[src/rtl/cfgrate_pkg.sv]
package cfgrate_pkg;
  localparam logic [7:0] OP_WRITE    = 8'h80;
  localparam logic [7:0] OP_READ     = 8'h81;
  localparam logic [7:0] KEY_BYTE    = 8'h01;
  localparam logic [7:0] ADR_MASK_LO = 8'h02;
  localparam logic [7:0] ADR_MASK_HI = 8'h03;
  localparam logic [7:0] ADR_DIV     = 8'h04;
  localparam logic [7:0] ADR_BASE    = 8'h0A;

  typedef enum logic [1:0] {PS_IDLE, PS_KEY, PS_ADDR, PS_DATA} parse_st_t;
endpackage

[src/rtl/cmd_parser.sv]
module cmd_parser
  import cfgrate_pkg::*;
#(
  parameter int BYTE_W = 8
) (
  input  logic              clk,
  input  logic              rst,
  input  logic              byte_valid,
  input  logic [BYTE_W-1:0] byte_data,
  input  logic              frame_start,
  output logic              wr_stb,
  output logic [BYTE_W-1:0] wr_addr,
  output logic [BYTE_W-1:0] wr_data,
  output logic              rd_stb,
  output logic [BYTE_W-1:0] rd_addr
);
  parse_st_t         st_q;
  logic              is_wr_q;
  logic [BYTE_W-1:0] addr_q;
  logic              cont;

  // a byte that continues an open command
  assign cont    = byte_valid && !frame_start;
  assign wr_stb  = cont && (st_q == PS_DATA);
  assign wr_addr = addr_q;
  assign wr_data = byte_data;
  assign rd_stb  = cont && (st_q == PS_ADDR) && !is_wr_q;
  assign rd_addr = byte_data;

  always_ff @(posedge clk) begin
    if (rst) begin
      st_q    <= PS_IDLE;
      is_wr_q <= 1'b0;
      addr_q  <= '0;
    end else if (byte_valid) begin
      if (frame_start) begin
        is_wr_q <= (byte_data == OP_WRITE);
        if (byte_data == OP_WRITE || byte_data == OP_READ) st_q <= PS_KEY;
        else                                               st_q <= PS_IDLE;
      end else begin
        unique case (st_q)
          PS_IDLE: st_q <= PS_IDLE;
          PS_KEY:  st_q <= (byte_data == KEY_BYTE) ? PS_ADDR : PS_IDLE;
          PS_ADDR: begin
            addr_q <= byte_data;
            st_q   <= is_wr_q ? PS_DATA : PS_IDLE;
          end
          PS_DATA: st_q <= PS_IDLE;
          default: st_q <= PS_IDLE;
        endcase
      end
    end
  end
endmodule

[src/rtl/cfg_regs.sv]
module cfg_regs
  import cfgrate_pkg::*;
#(
  parameter int BYTE_W = 8,
  parameter int DIV_W  = 8,
  localparam int MASK_W = 2 * BYTE_W
) (
  input  logic              clk,
  input  logic              rst,
  input  logic              wr_stb,
  input  logic [BYTE_W-1:0] wr_addr,
  input  logic [BYTE_W-1:0] wr_data,
  input  logic              rd_stb,
  input  logic [BYTE_W-1:0] rd_addr,
  output logic              rd_valid,
  output logic [BYTE_W-1:0] rd_data,
  output logic [MASK_W-1:0] mask,
  output logic [DIV_W-1:0]  div_n,
  output logic              base_sel
);
  logic [BYTE_W-1:0] mask_lo_q, mask_hi_q;
  logic [BYTE_W-1:0] rd_mux;

  assign mask = {mask_hi_q, mask_lo_q};

  always_ff @(posedge clk) begin
    if (rst) begin
      mask_lo_q <= '1;
      mask_hi_q <= '1;
      div_n     <= '0;
      base_sel  <= 1'b0;
    end else if (wr_stb) begin
      case (wr_addr)
        ADR_MASK_LO: mask_lo_q <= wr_data;
        ADR_MASK_HI: mask_hi_q <= wr_data;
        ADR_DIV:     div_n     <= DIV_W'(wr_data);
        ADR_BASE:    base_sel  <= wr_data[0];
        default: ;
      endcase
    end
  end

  always_comb begin
    case (rd_addr)
      ADR_MASK_LO: rd_mux = mask_lo_q;
      ADR_MASK_HI: rd_mux = mask_hi_q;
      ADR_DIV:     rd_mux = BYTE_W'(div_n);
      ADR_BASE:    rd_mux = BYTE_W'(base_sel);
      default:     rd_mux = '0;
    endcase
  end

  always_ff @(posedge clk) begin
    if (rst) begin
      rd_valid <= 1'b0;
      rd_data  <= '0;
    end else begin
      rd_valid <= rd_stb;
      if (rd_stb) rd_data <= rd_mux;
    end
  end
endmodule

[src/rtl/rate_div.sv]
module rate_div #(
  parameter int DIV_W = 8
) (
  input  logic             clk,
  input  logic             rst,
  input  logic             tick_a,
  input  logic             tick_b,
  input  logic             sel_req,
  input  logic [DIV_W-1:0] n_req,
  output logic             stb
);
  logic             sel_q;
  logic [DIV_W-1:0] n_q;
  logic [DIV_W-1:0] cnt_q;
  logic             tick;

  assign tick = sel_q ? tick_b : tick_a;

  // settings are shadowed and reloaded only at a period boundary
  always_ff @(posedge clk) begin
    if (rst) begin
      sel_q <= 1'b0;
      n_q   <= '0;
      cnt_q <= '0;
      stb   <= 1'b0;
    end else begin
      stb <= 1'b0;
      if (tick) begin
        if (cnt_q == n_q) begin
          stb   <= 1'b1;
          cnt_q <= '0;
          n_q   <= n_req;
          sel_q <= sel_req;
        end else begin
          cnt_q <= cnt_q + 1'b1;
        end
      end
    end
  end
endmodule

[src/rtl/cfg_rate_ctrl.sv]
module cfg_rate_ctrl #(
  parameter int DIV_W = 8
) (
  input  logic        clk,
  input  logic        rst,
  input  logic        byte_valid,
  input  logic [7:0]  byte_data,
  input  logic        frame_start,
  input  logic        base_en_a,
  input  logic        base_en_b,
  output logic        rd_valid,
  output logic [7:0]  rd_data,
  output logic [15:0] chan_mask,
  output logic        sample_stb
);
  localparam int BYTE_W = 8;

  logic              wr_stb, rd_stb, base_sel;
  logic [BYTE_W-1:0] wr_addr, wr_data, rd_addr;
  logic [DIV_W-1:0]  div_n;

  cmd_parser #(.BYTE_W(BYTE_W)) i_parse (
    .clk(clk), .rst(rst), .byte_valid(byte_valid), .byte_data(byte_data),
    .frame_start(frame_start), .wr_stb(wr_stb), .wr_addr(wr_addr),
    .wr_data(wr_data), .rd_stb(rd_stb), .rd_addr(rd_addr)
  );

  cfg_regs #(.BYTE_W(BYTE_W), .DIV_W(DIV_W)) i_regs (
    .clk(clk), .rst(rst), .wr_stb(wr_stb), .wr_addr(wr_addr),
    .wr_data(wr_data), .rd_stb(rd_stb), .rd_addr(rd_addr),
    .rd_valid(rd_valid), .rd_data(rd_data), .mask(chan_mask),
    .div_n(div_n), .base_sel(base_sel)
  );

  rate_div #(.DIV_W(DIV_W)) i_div (
    .clk(clk), .rst(rst), .tick_a(base_en_a), .tick_b(base_en_b),
    .sel_req(base_sel), .n_req(div_n), .stb(sample_stb)
  );
endmodule

[config.mk]
export PLATFORM = sky130hd
export DESIGN_NAME = cfg_rate_ctrl
export DESIGN_NICKNAME = d
export VERILOG_FILES = /design/src/rtl/cfgrate_pkg.sv /design/src/rtl/cmd_parser.sv /design/src/rtl/cfg_regs.sv /design/src/rtl/rate_div.sv /design/src/rtl/cfg_rate_ctrl.sv
export SDC_FILE = /design/constraint.sdc
export NUM_CORES = 1
export LEC_CHECK = 0
export BUFFER_PORTS_ARGS = -buffer_cell sky130_fd_sc_hd__buf_2
export CORE_UTILIZATION = 55
export CTS_BUF_LIST = sky130_fd_sc_hd__clkbuf_8
export DETAILED_ROUTE_END_ITERATION = 8
export GPL_ROUTABILITY_DRIVEN = 0
export GPL_TIMING_DRIVEN = 0
export PLACE_DENSITY = 0.79
export SKIP_CTS_REPAIR_TIMING = 1
export SKIP_LAST_GASP = 1
export SLEW_MARGIN = 5
export SYNTH_ARGS = -nofsm -noshare
export SYNTH_HDL_FRONTEND = slang
export SYNTH_SLANG_ARGS = --single-unit
[constraint.sdc]
create_clock -name clk -period 2.2 [get_ports clk]
set_clock_uncertainty 0.15 [all_clocks]
set_input_delay 0.22 -clock clk [delete_from_list [all_inputs] [get_ports clk]]
set_output_delay 0.22 -clock clk [all_outputs]
set_load 0.1 [all_outputs]
==> flow_metrics.env, run 1 <==
export IMPL_status="complete, no violations"
export IMPL_synth_seq_cells=63
export IMPL_ys_top_cells_by_count="dfxtp_1 (63), nor2_1 (29), mux2i_1 (28)"
export IMPL_grt_start_max_net_pins=12
export IMPL_ys_types=40
export IMPL_path_cells="or4bb_1 > nor4_4 > buf_4 > buf_6 > nor2b_1 > a211o_1"
export IMPL_avgRoutedWirePerCell_um=14.8
export IMPL_netlist_area_sq_um=2860
export IMPL_via_per_inst=5.66
export IMPL_antenna_left=0
export IMPL_antenna_found_initial=0
export IMPL_port_buffers=35
export IMPL_synth_simple_area_share_pct=26.2
export IMPL_cp_start_kind="flip-flop"
export IMPL_multi_input_area_sq_um=1510
export IMPL_clock_latency_ns=0.34
export IMPL_synth_xor_xnor_area_share_pct=4.60
export IMPL_rsz0062_at_grt="false"
export IMPL_dp_cells=409
export IMPL_cpLargestDelayFamily="simple AND/OR/NAND/NOR gates"
export IMPL_vdd_drop_max_v=0.000550
export IMPL_synthFlopType="dfxtp_1"
export IMPL_drv_cap=0
export IMPL_synthTopCellsByArea="dfxtp_1 (44%), mux2i_1 (9.8%), nand2b_1 (4.4%)"
export IMPL_slowest_delay_ns=0.56
export IMPL_powerDensity_nw_per_um2=674
export IMPL_met2_usage_pct=40.1
export IMPL_synth_adder_area_share_pct=0.438
export IMPL_num_rows=25
export IMPL_crit_path_top_delay_cell="or4bb_1"
export IMPL_period_needed_ns=2.06
export IMPL_dp_hpwl_um=4390
export IMPL_synth_top_area_share_pct=44.1
export IMPL_start_util_pct=58.9
export IMPL_hold_violations=0
export IMPL_numCtsBuffers=9
export IMPL_finalNonFillerCells=428
export IMPL_synth_nets=322
export IMPL_gr_total_overflow=0
export IMPL_critPathArrivalTime_ns=2.14
export IMPL_drt_pass1_iter_count=4
export IMPL_final_cell_area_sq_um=3340
export IMPL_seq_area_frac_synth_pct=44.1
export IMPL_synth_top_family_by_area="simple AND/OR/NAND/NOR gates"
export IMPL_r2r_setup_slack_ns=0.14
export IMPL_setup_viol=0
export IMPL_cts_root_buffer="clkbuf_8"
export IMPL_synth_most_common_cell="dfxtp_1"
export IMPL_synth_edf_count=0
export IMPL_use_met3_pct=4.20
export IMPL_setup_tns_ns=0
export IMPL_p_leak_nw=1.33
export IMPL_synth_compound_area_share_pct=11.4
export IMPL_fill_cells=384
export IMPL_path_buf_inv=2
export IMPL_cts_tree="built"
export IMPL_period_share_pct=93.4
export IMPL_dieArea_sq_um=5490
export IMPL_synth_cells=307
export IMPL_path_max_fanout=10
export IMPL_critical_path_class="flip-flop to flip-flop"
export IMPL_drc=0
export IMPL_track_usage_pct=25.1
export IMPL_hold_class="input pin to flip-flop"
export IMPL_drtIter0Drc=168
export IMPL_end_kind="flip-flop"
export IMPL_muxShareOfSynthArea_pct=10.2
export IMPL_cts_buffer_depth=2
export IMPL_clk_transition_reported_paths_ns=0.08
export IMPL_syn_avg_cell_area_sq_um=9.31
export IMPL_dieWidth_um=74.1
export IMPL_vias=2423
export IMPL_grt_pass1_vias=2206
export IMPL_core_area_sq_um=4850
export IMPL_grtUsageMet1_pct=32.4
export IMPL_syn_to_final_growth_pct=16.9
export IMPL_regArea_sq_um=1260
export IMPL_nNetsFinal=371
export IMPL_synth_warnings=0
export IMPL_tightest_slew_ns=0.592
export IMPL_p_total_mw=2.25
export IMPL_wirelength_um=6330
export IMPL_drv_slew=0
export IMPL_dpl_cell_area_sq_um=3120
export IMPL_busiest_layer="met2"
export IMPL_cts_num_sinks=63
export IMPL_die_y_um=74.1
export IMPL_fmax_ghz=0.486
export IMPL_grt_first_pass_wirelength_um=10200
export IMPL_relSlewSlack_pct=60.5
export IMPL_cts_htree_levels=3
export IMPL_async_reset_ff_share_pct=0
export IMPL_io_pins=40
export IMPL_antenna_cells=0
export IMPL_synth_top_area_cell="dfxtp_1"
export IMPL_worstPathRequired_ns=2.28
export IMPL_drive_gt1_share_pct=17.2
-- cell type report --
type                            count  area share [%]
Multi-Input combinational cell    223            45.2
Sequential cell                    63            37.8
Timing Repair Buffer               38            6.29
Clock buffer                        9            3.71
Tap cell                           67            2.51
Buffer                             20            2.47
Clock inverter                      7            1.95
Inverter                            1           0.112
-- layer usage --
metal | vias up | routed length [um]
met5 | - | 0
met1 | 1157 | 2910
li1 | 1181 | -
met2 | 69 | 2900
met3 | 16 | 354
met4 | 0 | 161
-- cell usage in the layout (no fill, tap or decap), drive strengths merged, types with 2 or more instances in the layout --
cell type and count:
a211o 8, nand4 2, and3 3, nor3 11, xor2 14, nand2 27
clkbuf 28, nor2 29, nor4 6, nor2b 12, nand3 5, a22oi 7
dfxtp 63, inv 2, or4b 3, nor4bb 2, a21oi 13, nand2b 20
a22o 8, mux2i 28, o21ai 8, nand4b 2, clkinv 4, buf 39
-- worst reg2reg max path: stages, from the launching register on --
cell and delay, ns:
dfxtp_1 0.39, or4bb_1 0.56, nor4_4 0.22, buf_4 0.18
buf_6 0.15, nor2b_1 0.05, a211o_1 0.25
-- flip-flops by register name (all words and copies together), names as in the netlist --
register	count
i_div.cnt_q	8
i_div.n_q	8
i_div.sel_q	1
i_div.stb	1
i_parse.is_wr_q	1
i_parse.st_q	2
i_parse.wr_addr	8
i_regs.base_sel	1
i_regs.div_n	8
i_regs.mask_hi_q	8
i_regs.mask_lo_q	8
i_regs.rd_data	8
i_regs.rd_valid	1
-- worst paths after layout --
kind	from	to	cells past startpoint
max	i_parse.wr_addr[0]$_SDFFE_PP0N_	i_regs.mask_hi_q[5]$_SDFFE_PP1P_	6
min	byte_data[4]	i_parse.wr_addr[4]$_SDFFE_PP0N_	3
max reg2reg	i_parse.wr_addr[0]$_SDFFE_PP0N_	i_regs.mask_hi_q[5]$_SDFFE_PP1P_	6
min reg2reg	i_regs.rd_data[2]$_SDFFE_PP0P_	i_regs.rd_data[2]$_SDFFE_PP0P_	1
-- power breakdown --
group | internal (mW) | total [mW] | leakage [nW] | switching [mW]
Sequential | 1.14 | 1.15 | 0.508 | 0.00265
Clock | 0.514 | 0.962 | 0.100 | 0.448
Combinational | 0.0480 | 0.143 | 0.726 | 0.0946
-- per-stage QoR --
step | hold WS (ns) | worst slack, ns | util [%]
finish | 0.0300 | 0.144 | 68.9
global route | 0.0294 | 0.0528 | 68.9
CTS | 0.0192 | 0.0155 | 68.2
detailed placement | 0.315 | 0.0366 | 64.3
global placement | 0.308 | 0.0465 | 64.3
floorplan | 0.188 | 0.220 | -
-- cells by family (layout without fill, tap and decap cells) --
family	after synthesis	after routing
AND/OR/NAND/NOR	131	131
flip-flops	63	63
AO/OA/AOI/OAI	47	47
multiplexers	29	29
buffers and inverters	21	75
XOR/XNOR	15	15
adder cells (fa/ha/maj)	1	1
No activity file was read; power rests on OpenSTA's default activity.
==> inputs of run 2 (changes only) <==
- SYNTH_HIERARCHICAL: not set -> 1
==> flow_metrics.env, run 2 <==
export IMPL_nNetsFinal=391
export IMPL_slowest_delay_ns=0.50
export IMPL_cts_root_buffer="clkbuf_8"
export IMPL_critPathCapture="i_regs/mask_hi_q[5]$_SDFFE_PP1P_"
export IMPL_synth_nets=337
export IMPL_clock_latency_ns=0.33
export IMPL_seq_area_frac_synth_pct=42.5
export IMPL_rsz0062_at_grt="true"
export IMPL_grt_pass1_vias=2303
export IMPL_antenna_left=0
export IMPL_wirelength_um=6700
export IMPL_core_area_sq_um=5140
export IMPL_synth_edf_count=0
export IMPL_powerDensity_nw_per_um2=633
export IMPL_synthFlopType="dfxtp_1"
export IMPL_crit_top_cell="buf_4"
export IMPL_end_kind="flip-flop"
export IMPL_cts_htree_levels=3
export IMPL_drv_slew=0
export IMPL_start_util_pct=57.7
export IMPL_tightest_slew_ns=0.931
export IMPL_synth_cells=322
export IMPL_dieWidth_um=75.4
export IMPL_grt_first_pass_wirelength_um=10500
export IMPL_dp_cells=431
export IMPL_worst_r2r_path_depth=7
export IMPL_track_usage_pct=25.0
export IMPL_r2r_setup_slack_ns=0.01
export IMPL_rr_endpoint="i_regs/mask_hi_q[5]$_SDFFE_PP1P_"
export IMPL_cts_tree="built"
export IMPL_path_cells="and3_1 > or4b_4 > buf_4 > nor4_4 > buf_4 > nor3_1 > a21oi_1"
export IMPL_period_share_pct=99.4
export IMPL_cts_buffer_depth=2
export IMPL_critical_path_class="flip-flop to flip-flop"
export IMPL_antenna_cells=0
export IMPL_cp_start_kind="flip-flop"
export IMPL_io_pins=40
export IMPL_drv_cap=0
export IMPL_hold_class="input pin to flip-flop"
export IMPL_via_per_inst=5.52
export IMPL_num_rows=26
export IMPL_final_cell_mix="dfxtp_1 (61), buf_2 (41), nand2_1 (31)"
export IMPL_p_leak_nw=1.31
export IMPL_vias=2489
export IMPL_crit_path_top_delay_cell="or4b_4"
export IMPL_gr_total_overflow=0
export IMPL_relSlewSlack_pct=37.8
export IMPL_ys_top_cells_by_count="dfxtp_1 (63), nand2_1 (31), nor3_1 (26)"
export IMPL_synth_simple_area_share_pct=26.9
export IMPL_synth_xor_xnor_area_share_pct=4.43
export IMPL_antenna_found_initial=0
export IMPL_drc=0
export IMPL_synthTopCellsByArea="dfxtp_1 (43%), mux2i_1 (6.7%), nor3_1 (4.4%)"
export IMPL_synth_most_common_cell="dfxtp_1"
export IMPL_synth_top_area_share_pct=42.5
export IMPL_synth_seq_cells=63
export IMPL_reg2reg_from="i_parse/st_q[0]$_SDFFE_PP0P_"
export IMPL_synth_warnings=6
export IMPL_hold_violations=0
export IMPL_dp_hpwl_um=4810
export IMPL_synth_adder_area_share_pct=0.422
export IMPL_setup_viol=0
export IMPL_synth_top_family_by_area="simple AND/OR/NAND/NOR gates"
export IMPL_async_reset_ff_share_pct=0
export IMPL_avgRoutedWirePerCell_um=14.9
export IMPL_muxShareOfSynthArea_pct=9.11
export IMPL_netlist_area_sq_um=2970
export IMPL_synth_compound_area_share_pct=9.62
export IMPL_min_path_cells=3
export IMPL_status="complete, no violations"
export IMPL_vdd_drop_max_v=0.000620
export IMPL_cts_num_sinks=63
export IMPL_p_total_mw=2.20
export IMPL_crit_start="i_parse/st_q[0]$_SDFFE_PP0P_"
export IMPL_clk_transition_reported_paths_ns=0.07
export IMPL_synth_top_area_cell="dfxtp_1"
export IMPL_port_buffers=39
export IMPL_path_max_fanout=10
export IMPL_fmax_ghz=0.457
export IMPL_syn_avg_cell_area_sq_um=9.21
export IMPL_grt_start_max_net_pins=11
export IMPL_die_y_um=75.4
export IMPL_period_needed_ns=2.19
export IMPL_worstPathRequired_ns=2.30
export IMPL_ys_types=44
export IMPL_critPathArrivalTime_ns=2.28
export IMPL_final_common_cell="dfxtp_1"
export IMPL_drt_pass1_iter_count=4
export IMPL_numCtsBuffers=9
export IMPL_dieArea_sq_um=5690
export IMPL_drive_gt1_share_pct=27.0
export IMPL_finalNonFillerCells=451
export IMPL_drtIter0Drc=116
export IMPL_syn_to_final_growth_pct=17.0
run 2: per-layer routing:
layer	track usage (%)	share of wire, %
met5	0	0
met4	7.61	1.3
met3	9.39	5.6
met2	41.1	48
met1	30.6	45
run 2: final cells by class:
cell class	count	area, sq um
fillers	440	1670
well taps	70	87.6
flip-flops and latches	63	1270
clock buffers	11	151
repair buffers	44	235
plain buffers	31	195
inverters	1	3.75
clock inverters	5	25.0
multi-input cells	226	1510
run 2: logic make-up (layout without fill, tap and decap cells):
| family | after synthesis | after routing |
|---|---|---|
| and+or+nand+nor | 136 | 136 |
| DFF | 63 | 63 |
| AOI/OAI and AO/OA | 48 | 48 |
| buffers and inverters | 33 | 92 |
| muxes | 26 | 26 |
| xor gates and xnor gates | 15 | 15 |
| adders and majority gates | 1 | 1 |
run 2: worst min path at each step:
| stage | slack (ns) | end | from |
|---|---|---|---|
| detailed placement | 0.29 | i_regs/rd_data[6]$_SDFFE_PP0P_ | i_regs/rd_data[6]$_SDFFE_PP0P_ |
| global route | 0.02 | i_parse/wr_addr[6]$_SDFFE_PP0P_ | byte_data[6] |
| CTS | -0.02 | i_parse/st_q[0]$_SDFFE_PP0P_ | rst |
| finish | 0.02 | i_parse/wr_addr[5]$_SDFFE_PP0P_ | byte_data[5] |
| global placement | 0.28 | i_regs/rd_data[7]$_SDFFE_PP0P_ | i_regs/rd_data[7]$_SDFFE_PP0P_ |
| floorplan | 0.14 | i_parse/st_q[0]$_SDFFE_PP0P_ | rst |
run 2: metrics by stage:
| step | TNS [ns] | hold slack (ns) | utilization [%] | area, sq um | setup slack [ns] |
|---|---|---|---|---|---|
| floorplan | 0 | 0.139 | - | 2970 | 0.0406 |
| global placement | -6.71 | 0.283 | 63.2 | 3250 | -0.305 |
| finish | 0 | 0.0152 | 67.6 | 3470 | 0.0135 |
| global route | -0.0566 | 0.0230 | 67.6 | 3470 | -0.0346 |
| CTS | -1.64 | -0.0187 | 66.7 | 3430 | -0.214 |
| detailed placement | -7.27 | 0.289 | 63.2 | 3250 | -0.308 |
run 2: worst max-delay path: cells and delay by family, from the launching register on:
kind / cells / cell delay [ns]
flip-flops: 1 / 0.37
buffers and inverters: 2 / 0.41
AND/OR/NAND/NOR: 4 / 0.99
AO/OA/AOI/OAI: 1 / 0.19
run 2: report_power, final:
group / total (mW) / switching (mW) / internal, mW
combinational: 0.172 / 0.104 / 0.0687
clock: 0.880 / 0.422 / 0.458
sequential: 1.15 / 0.00292 / 1.14
total: 2.20 / 0.529 / 1.67
==> inputs of run 3 (changes only) <==
- PLACE_DENSITY: 0.79 -> 0.77
==> flow_metrics.env, run 3 (same netlist as run 2, synthesis figures left out) <==
export IMPL_die_y_um=75.4
export IMPL_drtIter0Drc=117
export IMPL_period_needed_ns=2.11
export IMPL_cts_buffer_depth=2
export IMPL_crit_start="i_parse/st_q[0]$_SDFFE_PP0P_"
export IMPL_setup_viol=0
export IMPL_period_share_pct=95.8
export IMPL_cts_root_buffer="clkbuf_8"
export IMPL_gr_total_overflow=0
export IMPL_io_pins=40
export IMPL_dieWidth_um=75.4
export IMPL_reg2reg_from="i_parse/st_q[0]$_SDFFE_PP0P_"
export IMPL_port_buffers=39
export IMPL_fmax_ghz=0.475
export IMPL_relSlewSlack_pct=37.8
export IMPL_vias=2465
export IMPL_start_util_pct=57.7
export IMPL_status="complete, no violations"
export IMPL_cp_start_kind="flip-flop"
export IMPL_crit_path_top_delay_cell="or4_4"
export IMPL_p_leak_nw=1.34
export IMPL_hold_violations=0
export IMPL_antenna_found_initial=0
export IMPL_worstPathRequired_ns=2.26
export IMPL_drive_gt1_share_pct=27.7
export IMPL_clock_latency_ns=0.33
export IMPL_via_per_inst=5.44
export IMPL_critPathArrivalTime_ns=2.17
export IMPL_grt_first_pass_wirelength_um=10400
export IMPL_fill_cells=450
export IMPL_syn_to_final_growth_pct=19.2
export IMPL_hold_class="input pin to flip-flop"
export IMPL_path_cells="and3_1 > or4b_4 > or4_4 > mux2i_1 > nor2_1"
export IMPL_drv_slew=0
export IMPL_cts_tree="built"
export IMPL_slowest_delay_ns=0.54
export IMPL_end_kind="flip-flop"
export IMPL_drc=0
export IMPL_drv_cap=0
export IMPL_cts_num_sinks=63
export IMPL_path_max_fanout=8
export IMPL_cpLargestDelayFamily="simple AND/OR/NAND/NOR gates"
export IMPL_core_area_sq_um=5140
export IMPL_num_rows=26
export IMPL_antenna_left=0
export IMPL_tightest_slew_ns=0.931
export IMPL_rr_endpoint="i_regs/div_n[1]$_SDFFE_PP0P_"
export IMPL_rsz0062_at_grt="false"
export IMPL_dp_hpwl_um=4810
export IMPL_vdd_drop_max_v=0.000369
export IMPL_nNetsFinal=393
export IMPL_critPathCapture="i_regs/div_n[1]$_SDFFE_PP0P_"
export IMPL_wirelength_um=6800
export IMPL_final_common_cell="dfxtp_1"
export IMPL_p_total_mw=2.43
export IMPL_worst_path_stages=5
export IMPL_path_buf_inv=0
export IMPL_r2r_setup_slack_ns=0.09
export IMPL_fin_util_pct=68.8
export IMPL_avgRoutedWirePerCell_um=15.0
export IMPL_critical_path_class="flip-flop to flip-flop"
export IMPL_dieArea_sq_um=5690
export IMPL_track_usage_pct=25.3
export IMPL_antenna_cells=0
export IMPL_clk_transition_reported_paths_ns=0.07
export IMPL_grt_start_max_net_pins=12
export IMPL_numCtsBuffers=9
export IMPL_worst_r2r_path_depth=5
export IMPL_final_cell_mix="dfxtp_1 (61), buf_2 (41), nand2_1 (31)"
export IMPL_cts_htree_levels=3
export IMPL_grt_pass1_vias=2134
export IMPL_drt_pass1_iter_count=4
export IMPL_powerDensity_nw_per_um2=688
==> run 3: cell types whose count changed in the layout (fill, tap and decap cells not counted), sizes merged <==
cell and change:
buf +1, bufinv +2, inv -1
==> run 3: per-stage QoR <==
step	area [sq um]	hold WS, ns	cells	setup slack, ns	TNS (ns)
CTS	3470	-0.0294	447	-0.0882	-0.630
finish	3540	0.0250	453	0.0925	0
detailed placement	3250	0.289	431	-0.297	-6.96
floorplan	2970	0.139	322	0.0406	0
global route	3540	0.0423	453	0.0150	0
global placement	3250	0.280	431	-0.232	-5.66
==> run 3: layout make-up <==
cell class                 instances  area (sq um)  share of cell area (%)
buffer                            31           195                    5.52
clock buffer                      10           138                    3.89
clock inverter                     6          85.1                    2.41
inverter                           1          3.75                   0.106
multi-input combinational        226          1510                    42.6
sequential                        63          1270                    35.9
tap                               70          87.6                    2.48
timing repair buffer              46           250                    7.08
==> run 3: worst min-delay path by stage <==
| stage | start | to | slack (ns) | cells after the start |
|---|---|---|---|---|
| after detailed placement | i_regs/rd_data[1]$_SDFFE_PP0P_ | i_regs/rd_data[1]$_SDFFE_PP0P_ | 0.29 | 2 |
| after global placement | i_regs/rd_data[7]$_SDFFE_PP0P_ | i_regs/rd_data[7]$_SDFFE_PP0P_ | 0.28 | 2 |
| after floorplan | rst | i_parse/st_q[0]$_SDFFE_PP0P_ | 0.14 | 1 |
| after global routing | byte_data[5] | i_parse/wr_addr[5]$_SDFFE_PP0P_ | 0.04 | 3 |
| after CTS | rst | i_parse/st_q[0]$_SDFFE_PP0P_ | -0.03 | 2 |
| final | byte_data[5] | i_parse/wr_addr[5]$_SDFFE_PP0P_ | 0.03 | 3 |
==> run 3: metal layers <==
| layer | global-route usage (%) | routed length (um) |
|---|---|---|
| met5 | 0 | 0 |
| met4 | 12.8 | 127 |
| met3 | 6.35 | 318 |
| met2 | 38.1 | 3220 |
| met1 | 33.8 | 3140 |
==> run 3: power by group <==
group / leakage (nW) / internal, mW / switching, mW
Combinational: 0.715 / 0.0687 / 0.105
Clock: 0.114 / 0.665 / 0.451
Sequential: 0.510 / 1.14 / 0.00296
==> run 3: worst min-delay path, stage by stage <==
cell and delay, ns:
buf_2 0.12, nand2_1 0.05, a21oi_1 0.05
